**src/rtl/xtlb_pkg.sv**
```systemverilog
package xtlb_pkg;
  localparam logic [1:0] ACC_LOAD  = 2'd0;
  localparam logic [1:0] ACC_STORE = 2'd1;
  localparam logic [1:0] ACC_FETCH = 2'd2;

  localparam logic [5:0] C_NONE    = 6'd0;
  localparam logic [5:0] C_IMISS   = 6'd16;
  localparam logic [5:0] C_IMULTI  = 6'd17;
  localparam logic [5:0] C_IPRIV   = 6'd18;
  localparam logic [5:0] C_IPROHIB = 6'd20;
  localparam logic [5:0] C_DMISS   = 6'd24;
  localparam logic [5:0] C_DMULTI  = 6'd25;
  localparam logic [5:0] C_DPRIV   = 6'd26;
  localparam logic [5:0] C_LPROHIB = 6'd28;
  localparam logic [5:0] C_SPROHIB = 6'd29;

  localparam logic [1:0] CM_BYPASS  = 2'd0;
  localparam logic [1:0] CM_WBACK   = 2'd1;
  localparam logic [1:0] CM_WTHRU   = 2'd2;
  localparam logic [1:0] CM_ISOLATE = 2'd3;
endpackage

```
**src/rtl/xtlb_ring_map.sv**
```systemverilog
module xtlb_ring_map #(
  parameter int RINGS  = 4,
  parameter int ASID_W = 8
) (
  input  logic [ASID_W-1:0]       asid_i,
  input  logic [RINGS*ASID_W-1:0] ring_reg_i,
  output logic                    found_o,
  output logic [$clog2(RINGS)-1:0] ring_o
);
  localparam int RING_W = $clog2(RINGS);

  // lowest matching byte wins: scan from the top down
  always_comb begin
    found_o = 1'b0;
    ring_o  = '0;
    for (int r = RINGS - 1; r >= 0; r--) begin
      if (ring_reg_i[r*ASID_W +: ASID_W] == asid_i) begin
        found_o = 1'b1;
        ring_o  = RING_W'(r);
      end
    end
  end
endmodule

```
**src/rtl/xtlb_way.sv**
```systemverilog
module xtlb_way #(
  parameter int ENTRIES = 4,
  parameter int VPN_W   = 20,
  parameter int PPN_W   = 20,
  parameter int ASID_W  = 8,
  parameter int ATTR_W  = 4,
  parameter int RINGS   = 4
) (
  input  logic                     clk_i,
  input  logic                     rst_ni,
  input  logic                     we_i,
  input  logic [VPN_W-1:0]         wr_vpn_i,
  input  logic [PPN_W-1:0]         wr_ppn_i,
  input  logic [ASID_W-1:0]        wr_asid_i,
  input  logic [ATTR_W-1:0]        wr_attr_i,
  input  logic [VPN_W-1:0]         rd_vpn_i,
  input  logic [RINGS*ASID_W-1:0]  ring_reg_i,
  output logic                     hit_o,
  output logic [$clog2(RINGS)-1:0] ring_o,
  output logic [PPN_W-1:0]         ppn_o,
  output logic [ATTR_W-1:0]        attr_o
);
  localparam int IDX_W  = $clog2(ENTRIES);
  localparam int RING_W = $clog2(RINGS);

  logic [ENTRIES-1:0][VPN_W-1:0]  vpn_q;
  logic [ENTRIES-1:0][PPN_W-1:0]  ppn_q;
  logic [ENTRIES-1:0][ASID_W-1:0] asid_q;
  logic [ENTRIES-1:0][ATTR_W-1:0] attr_q;

  logic [IDX_W-1:0] wr_idx, rd_idx;
  assign wr_idx = wr_vpn_i[IDX_W-1:0];
  assign rd_idx = rd_vpn_i[IDX_W-1:0];

  always_ff @(posedge clk_i or negedge rst_ni) begin
    if (!rst_ni) begin
      vpn_q  <= '0;
      ppn_q  <= '0;
      asid_q <= '0;
      attr_q <= '0;
    end else if (we_i) begin
      vpn_q[wr_idx]  <= wr_vpn_i;
      ppn_q[wr_idx]  <= wr_ppn_i;
      asid_q[wr_idx] <= wr_asid_i;
      attr_q[wr_idx] <= wr_attr_i;
    end
  end

  logic              ring_found;
  logic [RING_W-1:0] ring_num;

  xtlb_ring_map #(.RINGS(RINGS), .ASID_W(ASID_W)) u_ring_map (
    .asid_i    (asid_q[rd_idx]),
    .ring_reg_i(ring_reg_i),
    .found_o   (ring_found),
    .ring_o    (ring_num)
  );

  assign hit_o  = (vpn_q[rd_idx] == rd_vpn_i) && (asid_q[rd_idx] != '0) && ring_found;
  assign ring_o = ring_num;
  assign ppn_o  = ppn_q[rd_idx];
  assign attr_o = attr_q[rd_idx];


  entry_hold_chk: assert property (@(posedge clk_i) disable iff (!rst_ni)
    !we_i |=> ($stable(asid_q) && $stable(vpn_q)));
endmodule

```
**src/rtl/xtlb_attr_dec.sv**
```systemverilog
module xtlb_attr_dec
  import xtlb_pkg::*;
(
  input  logic [3:0] attr_i,
  input  logic [1:0] acc_i,
  output logic [2:0] rights_o,
  output logic [1:0] cache_o,
  output logic       granted_o
);
  logic [2:0] raw;

  always_comb begin
    raw     = 3'b000;
    cache_o = CM_BYPASS;
    if (attr_i < 4'd12) begin
      raw = {attr_i[0], attr_i[1], 1'b1};
      unique case (attr_i[3:2])
        2'd1:    cache_o = CM_WBACK;
        2'd2:    cache_o = CM_WTHRU;
        default: cache_o = CM_BYPASS;
      endcase
    end else if (attr_i == 4'd13) begin
      raw     = 3'b011;
      cache_o = CM_ISOLATE;
    end
  end

  // instruction side keeps only execute, data side drops it
  assign rights_o = (acc_i == ACC_FETCH) ? (raw & 3'b100) : (raw & 3'b011);

  always_comb begin
    unique case (acc_i)
      ACC_STORE: granted_o = rights_o[1];
      ACC_FETCH: granted_o = rights_o[2];
      default:   granted_o = rights_o[0];
    endcase
  end
endmodule

```
**src/rtl/xtlb_rr.sv**
```systemverilog
module xtlb_rr #(
  parameter int NUM_WAYS = 4
) (
  input  logic                        clk_i,
  input  logic                        rst_ni,
  input  logic                        adv_i,
  output logic [$clog2(NUM_WAYS)-1:0] next_o
);
  localparam int WAY_W = $clog2(NUM_WAYS);

  logic [WAY_W-1:0] cnt_q;

  // pre-increment: the way used is one past the stored count
  assign next_o = cnt_q + WAY_W'(1);

  always_ff @(posedge clk_i or negedge rst_ni) begin
    if (!rst_ni)    cnt_q <= '0;
    else if (adv_i) cnt_q <= next_o;
  end


  rr_step_chk: assert property (@(posedge clk_i) disable iff (!rst_ni)
    adv_i |=> (next_o == $past(next_o) + WAY_W'(1)));


  rr_hold_chk: assert property (@(posedge clk_i) disable iff (!rst_ni)
    !adv_i |=> $stable(next_o));
endmodule

```
**src/rtl/xtlb_top.sv**
```systemverilog
module xtlb_top
  import xtlb_pkg::*;
#(
  parameter int          VA_W        = 32,
  parameter int          PA_W        = 32,
  parameter int          PAGE_BITS   = 12,
  parameter int          NUM_WAYS    = 4,
  parameter int          WAY_ENTRIES = 4,
  parameter int          ASID_W      = 8,
  parameter int          RINGS       = 4,
  parameter logic [31:0] RING_RST    = 32'h0403_0201
) (
  input  logic                              clk_i,
  input  logic                              rst_ni,
  input  logic                              ring_we_i,
  input  logic [RINGS*ASID_W-1:0]           ring_wdata_i,
  input  logic [VA_W-1:0]                   lk_vaddr_i,
  input  logic [1:0]                        lk_acc_i,
  input  logic [$clog2(RINGS)-1:0]          lk_priv_i,
  input  logic                              wr_en_i,
  input  logic                              wr_auto_i,
  input  logic [$clog2(NUM_WAYS)-1:0]       wr_way_i,
  input  logic [VA_W-1:0]                   wr_vaddr_i,
  input  logic [PA_W-PAGE_BITS-1:0]         wr_ppn_i,
  input  logic [ASID_W-1:0]                 wr_asid_i,
  input  logic [3:0]                        wr_attr_i,
  output logic [5:0]                        cause_o,
  output logic [$clog2(NUM_WAYS)-1:0]       hit_way_o,
  output logic [$clog2(WAY_ENTRIES)-1:0]    hit_idx_o,
  output logic [$clog2(RINGS)-1:0]          hit_ring_o,
  output logic [PA_W-1:0]                   paddr_o,
  output logic [2:0]                        rights_o,
  output logic [1:0]                        cache_o
);
  localparam int WAY_W  = $clog2(NUM_WAYS);
  localparam int IDX_W  = $clog2(WAY_ENTRIES);
  localparam int RING_W = $clog2(RINGS);
  localparam int VPN_W  = VA_W - PAGE_BITS;
  localparam int PPN_W  = PA_W - PAGE_BITS;
  localparam int CNT_W  = $clog2(NUM_WAYS + 1);

  logic [RINGS*ASID_W-1:0] ring_q;

  always_ff @(posedge clk_i or negedge rst_ni) begin
    if (!rst_ni)        ring_q <= RING_RST[RINGS*ASID_W-1:0];
    else if (ring_we_i) ring_q <= ring_wdata_i;
  end

  logic [WAY_W-1:0] rr_way, tgt_way;

  xtlb_rr #(.NUM_WAYS(NUM_WAYS)) u_rr (
    .clk_i (clk_i),
    .rst_ni(rst_ni),
    .adv_i (wr_en_i && wr_auto_i),
    .next_o(rr_way)
  );

  assign tgt_way = wr_auto_i ? rr_way : wr_way_i;

  logic [VPN_W-1:0] lk_vpn;
  assign lk_vpn = lk_vaddr_i[VA_W-1:PAGE_BITS];

  logic [NUM_WAYS-1:0]             hit_vec;
  logic [NUM_WAYS-1:0][RING_W-1:0] way_ring;
  logic [NUM_WAYS-1:0][PPN_W-1:0]  way_ppn;
  logic [NUM_WAYS-1:0][3:0]        way_attr;

  for (genvar w = 0; w < NUM_WAYS; w++) begin : g_way
    xtlb_way #(
      .ENTRIES(WAY_ENTRIES), .VPN_W(VPN_W), .PPN_W(PPN_W),
      .ASID_W (ASID_W),      .ATTR_W(4),    .RINGS(RINGS)
    ) u_way (
      .clk_i     (clk_i),
      .rst_ni    (rst_ni),
      .we_i      (wr_en_i && (tgt_way == WAY_W'(w))),
      .wr_vpn_i  (wr_vaddr_i[VA_W-1:PAGE_BITS]),
      .wr_ppn_i  (wr_ppn_i),
      .wr_asid_i (wr_asid_i),
      .wr_attr_i (wr_attr_i),
      .rd_vpn_i  (lk_vpn),
      .ring_reg_i(ring_q),
      .hit_o     (hit_vec[w]),
      .ring_o    (way_ring[w]),
      .ppn_o     (way_ppn[w]),
      .attr_o    (way_attr[w])
    );
  end

  logic [CNT_W-1:0]  n_hits;
  logic [WAY_W-1:0]  sel_way;
  logic [RING_W-1:0] sel_ring;
  logic [PPN_W-1:0]  sel_ppn;
  logic [3:0]        sel_attr;

  always_comb begin
    n_hits   = '0;
    sel_way  = '0;
    sel_ring = '0;
    sel_ppn  = '0;
    sel_attr = '0;
    for (int w = 0; w < NUM_WAYS; w++) begin
      if (hit_vec[w]) begin
        n_hits   = n_hits + CNT_W'(1);
        sel_way  = WAY_W'(w);
        sel_ring = way_ring[w];
        sel_ppn  = way_ppn[w];
        sel_attr = way_attr[w];
      end
    end
  end

  logic [2:0] dec_rights;
  logic [1:0] dec_cache;
  logic       granted;

  xtlb_attr_dec u_attr (
    .attr_i   (sel_attr),
    .acc_i    (lk_acc_i),
    .rights_o (dec_rights),
    .cache_o  (dec_cache),
    .granted_o(granted)
  );

  logic single, is_fetch, is_store;
  assign single   = (n_hits == CNT_W'(1));
  assign is_fetch = (lk_acc_i == ACC_FETCH);
  assign is_store = (lk_acc_i == ACC_STORE);

  // priority: miss / multi, then privilege, then permission
  always_comb begin
    if (n_hits == '0)          cause_o = is_fetch ? C_IMISS  : C_DMISS;
    else if (!single)          cause_o = is_fetch ? C_IMULTI : C_DMULTI;
    else if (sel_ring < lk_priv_i) cause_o = is_fetch ? C_IPRIV : C_DPRIV;
    else if (!granted)         cause_o = is_fetch ? C_IPROHIB :
                                         (is_store ? C_SPROHIB : C_LPROHIB);
    else                       cause_o = C_NONE;
  end

  assign hit_way_o  = sel_way;
  assign hit_idx_o  = lk_vpn[IDX_W-1:0];
  assign hit_ring_o = sel_ring;
  assign paddr_o    = {sel_ppn, lk_vaddr_i[PAGE_BITS-1:0]};
  assign rights_o   = single ? dec_rights : 3'b000;
  assign cache_o    = single ? dec_cache  : CM_BYPASS;


  multi_hit_chk: assert property (@(posedge clk_i) disable iff (!rst_ni)
    ($countones(hit_vec) > 1) |-> (cause_o == C_IMULTI || cause_o == C_DMULTI));


  clean_single_chk: assert property (@(posedge clk_i) disable iff (!rst_ni)
    (cause_o == C_NONE) |-> ($countones(hit_vec) == 1));


  priv_ring_chk: assert property (@(posedge clk_i) disable iff (!rst_ni)
    (cause_o == C_IPRIV || cause_o == C_DPRIV) |-> (hit_ring_o < lk_priv_i));


  fetch_grant_chk: assert property (@(posedge clk_i) disable iff (!rst_ni)
    (cause_o == C_NONE && is_fetch) |-> (rights_o == 3'b100));


  ring_hold_chk: assert property (@(posedge clk_i) disable iff (!rst_ni)
    !ring_we_i |=> $stable(ring_q));
endmodule

```
**config.mk**
```make
export PLATFORM = sky130hd
export DESIGN_NAME = xtlb_top
export DESIGN_NICKNAME = d
export VERILOG_FILES = /design/src/rtl/xtlb_pkg.sv /design/src/rtl/xtlb_ring_map.sv /design/src/rtl/xtlb_way.sv /design/src/rtl/xtlb_attr_dec.sv /design/src/rtl/xtlb_rr.sv /design/src/rtl/xtlb_top.sv
export SDC_FILE = /design/constraint.sdc
export NUM_CORES = 1
export LEC_CHECK = 0
export BUFFER_PORTS_ARGS = -buffer_cell sky130_fd_sc_hd__buf_4
export CORE_UTILIZATION = 25
export DETAILED_ROUTE_END_ITERATION = 8
export SETUP_SLACK_MARGIN = 0.3
export SYNTH_ARGS = -nofsm -noshare
export SYNTH_HDL_FRONTEND = slang
export SYNTH_SLANG_ARGS = --single-unit
export TNS_END_PERCENT = 30
```
**constraint.sdc**
```tcl
create_clock -name clk_i -period 5.8 [get_ports clk_i]
set_input_delay 0.58 -clock clk_i [delete_from_list [all_inputs] [get_ports clk_i]]
set_output_delay 0.58 -clock clk_i [all_outputs]
set_load 0.1 [all_outputs]
```
# Word-level counts from Yosys, hierarchy flattened
# Index checks and enable logic that the tools add are counted.
op_classes:
  n_addsub: 4
  mul: 0
  n_div: 0
  n_lt_le_gt_ge: 5
  eq_ne: 29
  shifts: 0
  n_mux: 124
  bitwise_logic: 0
  n_reduce_logical: 20
op_table:
  columns: ["cell", "n"]
  rows:
  - ["$bwmux W80", 8]
  - ["$bmux W20 S2", 8]
  - ["$mux W20", 13]
  - ["$bwmux W32", 4]
  - ["$eq A8 B8 Y1", 16]
  - ["$eq A20 B20 Y1", 4]
  - ["$bmux W8 S2", 4]
  - ["$bwmux W16", 4]
  - ["$mux W2", 27]
  - ["$mux W4", 13]
  - ["$demux W20 S2", 1]
  - ["$mux W8", 5]
  - ["$bmux W4 S2", 4]
  - ["$reduce_bool A8 Y1", 4]
  - ["$mux W5", 4]
  - ["$mux W1", 19]
  - ["$mux W3", 6]
  - ["$demux W8 S2", 1]
  - ["$logic_and A1 B1 Y1", 14]
  - ["$add A3 B1 Y3 const B", 3]
  - ["$demux W4 S2", 1]
  - ["$eq A2 B2 Y1 const B", 4]
  - ["$eq A2 B1 Y1 const B", 3]
  - ["$lt A2 B3 Y1 const B", 2]
  - ["other kinds (10)", 10]
word_totals:
  regBits: 866
  latchBits: 0
  ram_bits: 0
  rom_bits: 0
  input_bits: 139
  out_inout_bits: 49
  elab_cells: 248
  n_memories: 0

# Logic depth before layout (Yosys ltp)
# Gate-level depths: netlist (run 1).
logic_depth:
  ltp_word: 21
  mapped_depth: 22
  ltp_nobuf: 16

# Cells and area by module
# A second synthesis (run 1) with hierarchy kept.
hier_totals:
  hier_cells: 2637
  area_unflattened_um2: 40945.5
by_module_without_submodules:
  columns: ["module", "n_inst", "cells_each", "area_per_inst_um2", "seq_area_each_um2"]
  rows:
  - ["xtlb_way", 4, 545, 9188.8, 5205.0]
  - ["xtlb_top", 1, 239, 2290.9, 807.0]
  - ["xtlb_ring_map", 4, 48, 417.9, 0.0]
  - ["xtlb_attr_dec", 1, 19, 141.4, 0.0]
  - ["xtlb_rr", 1, 7, 86.3, 50.0]

# Worst setup path before layout (run 1)
# No wires, ideal clock.
synth_timing:
  kind: "input-to-output"
  startpoint: "input lk_vaddr_i[12]"
  endpoint: "output cause_o[3]"
  t_arrival_ns: 7.255
  required_ns: 5.220
  slack_ns: -2.035
  path_stages: 17
  n_path_buf: 6
  path_cell_list: "buf_6 -> buf_6 -> buf_6 -> buf_2 -> mux4_2 -> xor2_1 -> a2111oi_0 -> nand4_1 -> buf_2 -> nor2_4 -> clkbuf_1 -> o22ai_1 -> a21oi_1 -> ha_1 -> a21o_1 -> and2_1 -> a31oi_1"
synth_between:
  elab_cells_between_ends: 116
  classes_between: "add/sub (3); order compare (2); eq/ne (22); mux (76); reduce/logical (13)"
synth_lines:
  columns: ["item", "line_no", "text"]
  rows:
  - ["start, declared", "xtlb_top.sv:17", "input logic [VA_W-1:0] lk_vaddr_i,"]
  - ["$bmux W8 S2", "xtlb_way.sv:53, xtlb_way.sv:59", null]
  - ["$mux W8 (implied by the code)", "xtlb_way.sv:53, xtlb_way.sv:59", null]
  - ["$eq A8 B8 Y1", "xtlb_ring_map.sv:17", "if (ring_reg_i[r*ASID_W +: ASID_W] == asid_i) begin"]
  - ["$mux W1 (4 in a row)", "xtlb_ring_map.sv:17", null]
  - ["$logic_and A1 B1 Y1", "xtlb_way.sv:59", "assign hit_o = (vpn_q[rd_idx] == rd_vpn_i) && (asid_q[rd_idx] != '0) && ring_found;"]
  - ["$mux W2 (3 in a row)", "xtlb_top.sv:102", "if (hit_vec[w]) begin"]
  - ["$mux W2 (*)", "xtlb_top.sv:102", null]
  - ["named net hit_ring_o[1]", "xtlb_top.sv:30", "output logic [$clog2(RINGS)-1:0] hit_ring_o,"]
  - ["$lt A2 B2 Y1 (*)", "xtlb_top.sv:133", "else if (sel_ring < lk_priv_i) cause_o = is_fetch ? C_IPRIV : C_DPRIV;"]
  - ["$mux W5 (*)", "xtlb_top.sv:133", null]
  - ["$mux W5 (*)", "xtlb_top.sv:132", "else if (!single) cause_o = is_fetch ? C_IMULTI : C_DMULTI;"]
  - ["$mux W5 (*)", "xtlb_top.sv:131", "if (n_hits == '0) cause_o = is_fetch ? C_IMISS : C_DMISS;"]
  - ["end, declared", "xtlb_top.sv:27", "output logic [5:0] cause_o,"]
# Mark *: on every way through the listed nets, which the timed path passes. The rest lies on a longest branch. The select of a mux whose other input is x is not followed.

# Worst setup path in the final report (run 1)
layout_timing:
  startpoint: "register g_way[1].u_way.vpn_q[70] (netlist bit)"
  endpoint: "output cache_o[0]"
layout_between:
  elab_chain_cells: 12
  elab_cells_between_ends: 22
  classes_between: "add/sub (2); order compare (1); eq/ne (5); mux (12); reduce/logical (2)"
layout_rtl:
  columns: ["item", "line_no", "text"]
  rows:
  - ["start, declared", "xtlb_way.sv:26", "logic [ENTRIES-1:0][VPN_W-1:0] vpn_q;"]
  - ["start signal, assigned by index", "xtlb_way.sv:42", "vpn_q[wr_idx] <= wr_vpn_i;"]
  - ["$bmux W20 S2 (*)", "xtlb_way.sv:59", null]
  - ["$mux W20 (implied by the code) (*)", "xtlb_way.sv:59", null]
  - ["$eq A20 B20 Y1 (*)", "xtlb_way.sv:59", null]
  - ["$logic_and A1 B1 Y1 (*) (2 in a row)", "xtlb_way.sv:59", null]
  - ["$mux W3 / $mux W4 (equally long branches)", "xtlb_top.sv:102", null]
  - ["$add A3 B1 Y3 / $mux W4 (equally long branches)", "xtlb_top.sv:103, xtlb_top.sv:102", null]
  - ["$mux W3 / $mux W4 (equally long branches)", "xtlb_top.sv:102", null]
  - ["$add A3 B1 Y3 (tied with other cells)", "xtlb_top.sv:103", "n_hits = n_hits + CNT_W'(1);"]
  - ["$mux W3 (tied with other cells)", "xtlb_top.sv:102", null]
  - ["$eq A3 B1 Y1 / $mux W2 (equally long branches)", "xtlb_top.sv:125, xtlb_attr_dec.sv:15", null]
  - ["$mux W2 (*)", "xtlb_top.sv:144", "assign cache_o = single ? dec_cache : CM_BYPASS;"]
  - ["end, declared", "xtlb_top.sv:33", "output logic [1:0] cache_o"]
# Every way passes the cells marked *; elsewhere a longest branch is shown, timed or not. The select of a mux whose other input is x is not followed.

==> results.txt, run 1 <==
status: finished, violations left
failing checks: DRC
DRC: 33
vias in the first global route: 25900
reg-to-reg startpoint: u_rr.cnt_q[0]
CP required: 5220 ps
Worst path slowest cell: mux4_2
routed len/inst: 21.6 µm
Tot GR Track Use: 13.5%
Area contributors post-synth: dfrtp_1 52%, mux2_2 23%, mux4_2 10%
most frequent cells after synthesis: 861 x dfrtp_1, 836 x mux2_2, 184 x mux4_2, 178 x xnor2_1, 161 x clkbuf_1
final setup violation count: 0
Vias: 24500
kind of cell adding the most delay to the critical path: simple AND/OR/NAND/NOR gates
Ports: 188
Crit path arrival time: 4800 ps
cell count of the worst reg-to-reg path: 5
net count after synthesis: 3018
fin crit period: 5380 ps
detail-routed via count per cell: 4.65
H-tree levels: 3
top-area cell type share of the netlist area: 51.8%
maximum VDD drop: 0.255 mV
Synth Warn #: 0
Startpoint Class: register
Distinct cells, synth: 75
internal reg-to-reg setup slack: 2720 ps
count of input and output buffers: 150
Synth Area per Inst: 14.5 µm²
P_leak: 20.6 nW
Die H: 410 µm
initial antenna violation count: 20
Bufs on Longest Clock Path: 3
first-pass GRT wire length: 172000 µm
Routed WL: 114000 µm
Post-synth EDFFs: 0
die area: 168000 µm²
Tcrit/Tclk final: 92.7%
ys async rst share: 100%
largest net degree at the start of global routing: 199
Post-Route Hold Slack: 140 ps
max-slew violations: 0
CTS root buf: clkbuf_16
gpl congestion: 0.830
Starting DRT DRC Count: 1495
final hold vios: 0
measured slew at the worst slew-check pin: 1160 ps
Clock Latency Late Sink: 700 ps
Slew HR: 22.9%
area post-placement: 45700 µm²
# rows: 149
Final Cell Area: 49400 µm²
PwrDens: 465 nW/µm²
First-pass DRT Iterations: 8
NumNets Final: 3141
ys flop type: dfrtp_1
RR Endpoint: g_way[0].u_way.vpn_q[76]
grt ovf: 0
hpwl dp: 71600 µm
DRT antenna net count: 0
most frequent cell after synthesis: dfrtp_1
Hold EP: ring_q[27]
endpoint class of the critical path: output port
layout cell share with drive strength beyond 1: 50.7%
post-synthesis sequential area ratio: 52.1%
WHS Path Cells: 2
Final WS setup: 421 ps
core area: 165000 µm²
slowest stage delay, CP: 480 ps
Max-Cap Viols: 0
clk slew on worst S/H paths: 60 ps
CP cell instances: mux4_2 > xnor2_1 > nand3_1 > a21oi_1 > and4_2 > and2_4 > inv_4 > ha_4 > o31ai_4 > ha_4 > xnor2_2 > nand3_1 > and2_4 > a211oi_4 > buf_6 > nand2_8 > a211oi_4 > buf_12
Layout area overhead: 18.9%
flip-flop and latch count after synthesis: 866
Min-Delay Path Class: primary input to register
hold path start: ring_wdata_i[27]
CTS tree: built
Chip Width: 410 µm
critical path class: register to output port
clk sink count: 866
worst slack, placed: 26.2 ps
post-synthesis cell count: 2872
RSZ-0062 raised after global routing: yes
mapped cell area: 41600 µm²
Crit path buffers/inverters: 3
Clock Skew: 46.3 ps
total CTS buffers: 95
maximum fanout along the worst path: 4
fill cell count: 16500
area leader, netlist: dfrtp_1
Max Freq: 0.186 GHz
Starting Density: 25.2%
-- report_power, final --
group / switching (mW) / total (mW) / internal, mW
sequential: 1.49 / 10.3 / 8.85
clock: 2.61 / 6.37 / 3.77
combinational: 2.33 / 6.25 / 3.92
total: 6.43 / 23.0 / 16.5
-- cell type report --
class,count,area (µm²),share of cell area (%)
inverters,15,58.8,0.119
diodes,3,7.51,0.0152
repair buffers,297,2570,5.20
clock inverters,36,504,1.02
clock buffers,139,2830,5.73
well taps,2189,2740,5.54
multi-input cells,1720,19000,38.5
flip-flops and latches,866,21700,43.9
-- worst max-delay path by stage --
stage	startpoint	endpoint	slack [ps]	cells after the start
floorplan	lk_vaddr_i[13]	paddr_o[12]	-270	14
global placement	lk_vaddr_i[12]	cache_o[0]	40	20
detailed placement	lk_vaddr_i[12]	cache_o[0]	30	21
CTS	lk_vaddr_i[12]	cache_o[0]	290	20
global route	g_way[0].u_way.vpn_q[55]	cause_o[3]	210	15
finish	g_way[1].u_way.vpn_q[70]	cache_o[0]	420	18
-- placed cells by master, fill, tap and decap left out, types with 20 or more instances in the layout --
cell	n
a21oi_1	31
a22oi_1	26
buf_4	263
clkbuf_16	97
clkbuf_8	27
dfrtp_1	861
mux2_2	836
mux2i_1	42
mux4_2	184
nand2_1	40
nand2b_1	20
nand4_1	41
nor2_1	56
nor4_1	24
o21ai_0	24
xnor2_1	173
xor2_1	32
-- sequential cells by signal, summed over array words and instances (netlist names) --
name                cells
g_way.u_way.ppn_q     320
g_way.u_way.asid_q    128
g_way.u_way.vpn_q     320
u_rr.cnt_q              2
g_way.u_way.attr_q     64
ring_q                 32
-- kinds of logic (layout without fill, tap and decap cells) --
kind of cell / Yosys count / in the layout / synth area share (%)
xor gates and xnor gates: 211 / 211 / 4.45
buffers and inverters: 286 / 487 / 3.14
AOI/OAI and AO/OA: 138 / 138 / 2.48
other: 1 / 4 / 0.00902
DFF: 866 / 866 / 52.1
muxes: 1063 / 1063 / 33.7
and+or+nand+nor: 300 / 300 / 3.92
adders and majority gates: 7 / 7 / 0.211
-- stage by stage --
stage	TNS, ps	utilization (%)	cells	power, mW
global route	0	30.0	5265	24.2
global placement	0	27.7	5078	16.4
finish	0	30.0	5265	23.0
CTS	0	29.9	5261	23.2
detailed placement	0	27.7	5078	16.7
floorplan	-5040	-	2872	15.0
-- routing by layer --
layer / vias up / GRT usage (%) / share of wire [%]
met3: 182 / 3.08 / 5.2
met5: - / 0 / 0.12
met1: 13100 / 18.5 / 46
met4: 22 / 4.14 / 2.6
li1: 10700 / - / -
met2: 456 / 21.1 / 46
-- what timing repair did --
item / in CTS / in global routing
pin swaps: 12 / 8
resized for setup: 33 / 27
hold endpoints to repair: 86 / 0
hold buffers: 1 / 0
buffers inserted: 7 / 0
endpoints found under the setup margin: 17 / 25
cloned: 0 / 1
(Power assumes the default switching activity.)
==> inputs of run 2 (changes only) <==
--- a/config.mk
+++ b/config.mk
@@ -6,9 +6,11 @@
 export NUM_CORES = 1
 export LEC_CHECK = 0
 export BUFFER_PORTS_ARGS = -buffer_cell sky130_fd_sc_hd__buf_4
-export CORE_UTILIZATION = 25
+export CORE_UTILIZATION = 57
 export DETAILED_ROUTE_END_ITERATION = 8
+export PLACE_DENSITY = 0.75
 export SETUP_SLACK_MARGIN = 0.3
+export SKIP_CTS_REPAIR_TIMING = 1
 export SYNTH_ARGS = -nofsm -noshare
 export SYNTH_HDL_FRONTEND = slang
 export SYNTH_SLANG_ARGS = --single-unit
==> run 2 against run 1 <==
Net effect: the run ends with hold timing left; setup slack got worse by 68 ps; fmax decreased by 1.3%; final cell count fell by 24%; flip-flop and latch count stayed put; sequential share of layout area grew 1.9 points; hold slack got worse by 220 ps; highest routed layer unchanged; first-iteration DRC count rose by 18%.
==> results.txt, run 2 (same netlist as run 1, synthesis figures left out) <==
area post-placement: 44000 µm² (-3.7%)
core area: 71900 µm² (-56%)
NumNets Final: 3113 (-0.89%)
final hold vios: 18 (+18)
First-pass DRT Iterations: 5 (-3)
Tcrit/Tclk final: 93.9% (+1.2 points)
final setup violation count: 0 (unchanged)
endpoint class of the critical path: output port
total CTS buffers: 91 (-4.2%)
gpl congestion: 0.876 (+5.6%)
Top Registers: g_way.u_way.ppn_q: 320 flops, g_way.u_way.vpn_q: 320 flops, g_way.u_way.asid_q: 128 flops
Tot GR Track Use: 28.6% (+15 points)
Tot Pwr: 22.8 mW (-0.63%)
vias in the first global route: 27400 (+5.7%)
hpwl dp: 63300 µm (-12%)
initial antenna violation count: 2 (-90%)
Vias: 25100 (+2.5%)
Final Cell Area: 47400 µm² (-4.1%)
Post-Layout Cell Count: 3993 (-24%)
DRC: 0 (-100%)
max-slew violations: 0 (unchanged)
most frequent cells in the layout: 861 x dfrtp_1, 836 x mux2_2, 250 x buf_4
Min-Delay Path Class: primary input to async pin
Layout area overhead: 14.0%
# rows: 98 (-34%)
fin crit period: 5450 ps (+68.1 ps)
count of input and output buffers: 150 (unchanged)
measured slew at the worst slew-check pin: 1160 ps (-0.316 ps)
worst slack, placed: 40.5 ps (+14.3 ps)
PwrDens: 482 nW/µm² (+3.7%)
H-tree levels: 3 (unchanged)
Routed WL: 103000 µm (-9.4%)
routed len/inst: 25.8 µm (+20%)
Starting Density: 57.8% (+33 points)
commonest non-fill, non-tap cell in the layout: dfrtp_1
Slew HR: 22.9% (about the same)
Ports: 188 (unchanged)
Die H: 272 µm (-34%)
Bufs on Longest Clock Path: 3 (unchanged)
Final WS setup: 352 ps (-68.1 ps)
Crit path arrival time: 4870 ps (+70 ps)
Clock Skew: 12.5 ps (-33.8 ps)
grt ovf: 0 (unchanged)
P_leak: 20.4 nW (-1.2%)
Post-Route Hold Slack: -79.5 ps (-220 ps)
failing checks: hold timing
first-pass GRT wire length: 163000 µm (-5.3%)
Sequential cell area: 21700 µm² (unchanged)
critical path class: primary input to output port
Starting DRT DRC Count: 1767 (+18%)
DRT antenna net count: 0 (unchanged)
fill cell count: 5002 (-70%)
clk slew on worst S/H paths: 60 ps (about the same)
Chip Width: 272 µm (-34%)
RSZ-0062 raised after global routing: yes
CP required: 5220 ps (about the same)
die area: 74000 µm² (-56%)
Max-Cap Viols: 0 (unchanged)
footprint of the multi-input gates: 19000 µm² (-0.28%)
maximum fanout along the worst path: 13 (+9)
detail-routed via count per cell: 6.28 (+35%)
largest net degree at the start of global routing: 176 (-12%)
CTS tree: built
Post-Place Cells: 3816 (-25%)
CTS root buf: clkbuf_16
Startpoint Class: primary input
clk sink count: 866 (unchanged)
Clock Latency Late Sink: 640 ps (-60 ps)
internal reg-to-reg setup slack: 2900 ps (+180 ps)
maximum VDD drop: 0.366 mV (+44%)
layout cell share with drive strength beyond 1: 50.0% (-0.67 points)
Max Freq: 0.184 GHz (-1.3%)
status: finished, violations left
[run 2: cell types whose count changed in the layout (fill, tap and decap cells not counted), sizes merged]
cell,before,now
inv,18,19
clkbuf,140,133
diode,3,1
buf,295,273
dlygate4sd3,1,0
clkinvlp,2,3
clkinv,23,20
[run 2: per-layer routing]
layer  wire (µm)  GRT usage, %  vias to the layer above
met3        4860          3.96                      170
met5          13             0                        -
met1       44900          40.0                    13600
met2       50700          47.3                      665
li1            -             -                    10700
met4        2660          8.07                        2
[run 2: layout make-up]
type	instances	share of cell area, %
flip-flops and latches	866	45.8
multi-input cells	1720	40.1
clock buffers	133	5.63
repair buffers	273	4.89
well taps	950	2.51
clock inverters	35	1.03
inverters	15	0.124
diodes	1	0.00528
[run 2: critical path, cell delays in order]
cell      delay (ps)
buf_16           160
buf_12           140
buf_12           130
mux4_2           530
xnor2_2          140
nand4_1          320
nor2_2           280
and4_4           270
and2_4           190
inv_4             50
ha_4             160
o31ai_4          270
ha_2             240
xnor2_1          130
nand3_1           90
and2_4           170
a211oi_4         240
buf_6            150
nand2_4           90
nor3_4           160
buf_4            310
[run 2: final timing paths]
check | end | cells past startpoint | from
worst min register to register | g_way[1].u_way.vpn_q[41] | 2 | g_way[1].u_way.vpn_q[41]
worst max register to register | g_way[2].u_way.ppn_q[71] | 6 | u_rr.cnt_q[1]
max in group asynchronous | g_way[3].u_way.ppn_q[44] | 2 | rst_ni
worst min-delay path | g_way[1].u_way.vpn_q[65] | 1 | rst_ni
worst max-delay path | cache_o[1] | 21 | lk_vaddr_i[12]
min in group clk_i | ring_q[15] | 2 | ring_wdata_i[15]
[run 2: report_power, final]
part	leakage, nW	switching [mW]	internal (mW)
clock	1.54	2.47	3.57
sequential	10.6	1.56	8.85
combinational	8.25	2.44	3.94
[run 2: through the flow]
stage,hold slack (ps),utilization [%],TNS [ps]
final,-79.5,65.9,0
after detailed placement,429,61.2,0
after CTS,-21.6,65.6,0
after floorplan,284,-,-5040
after global routing,10.1,65.9,0
after global placement,421,61.2,0
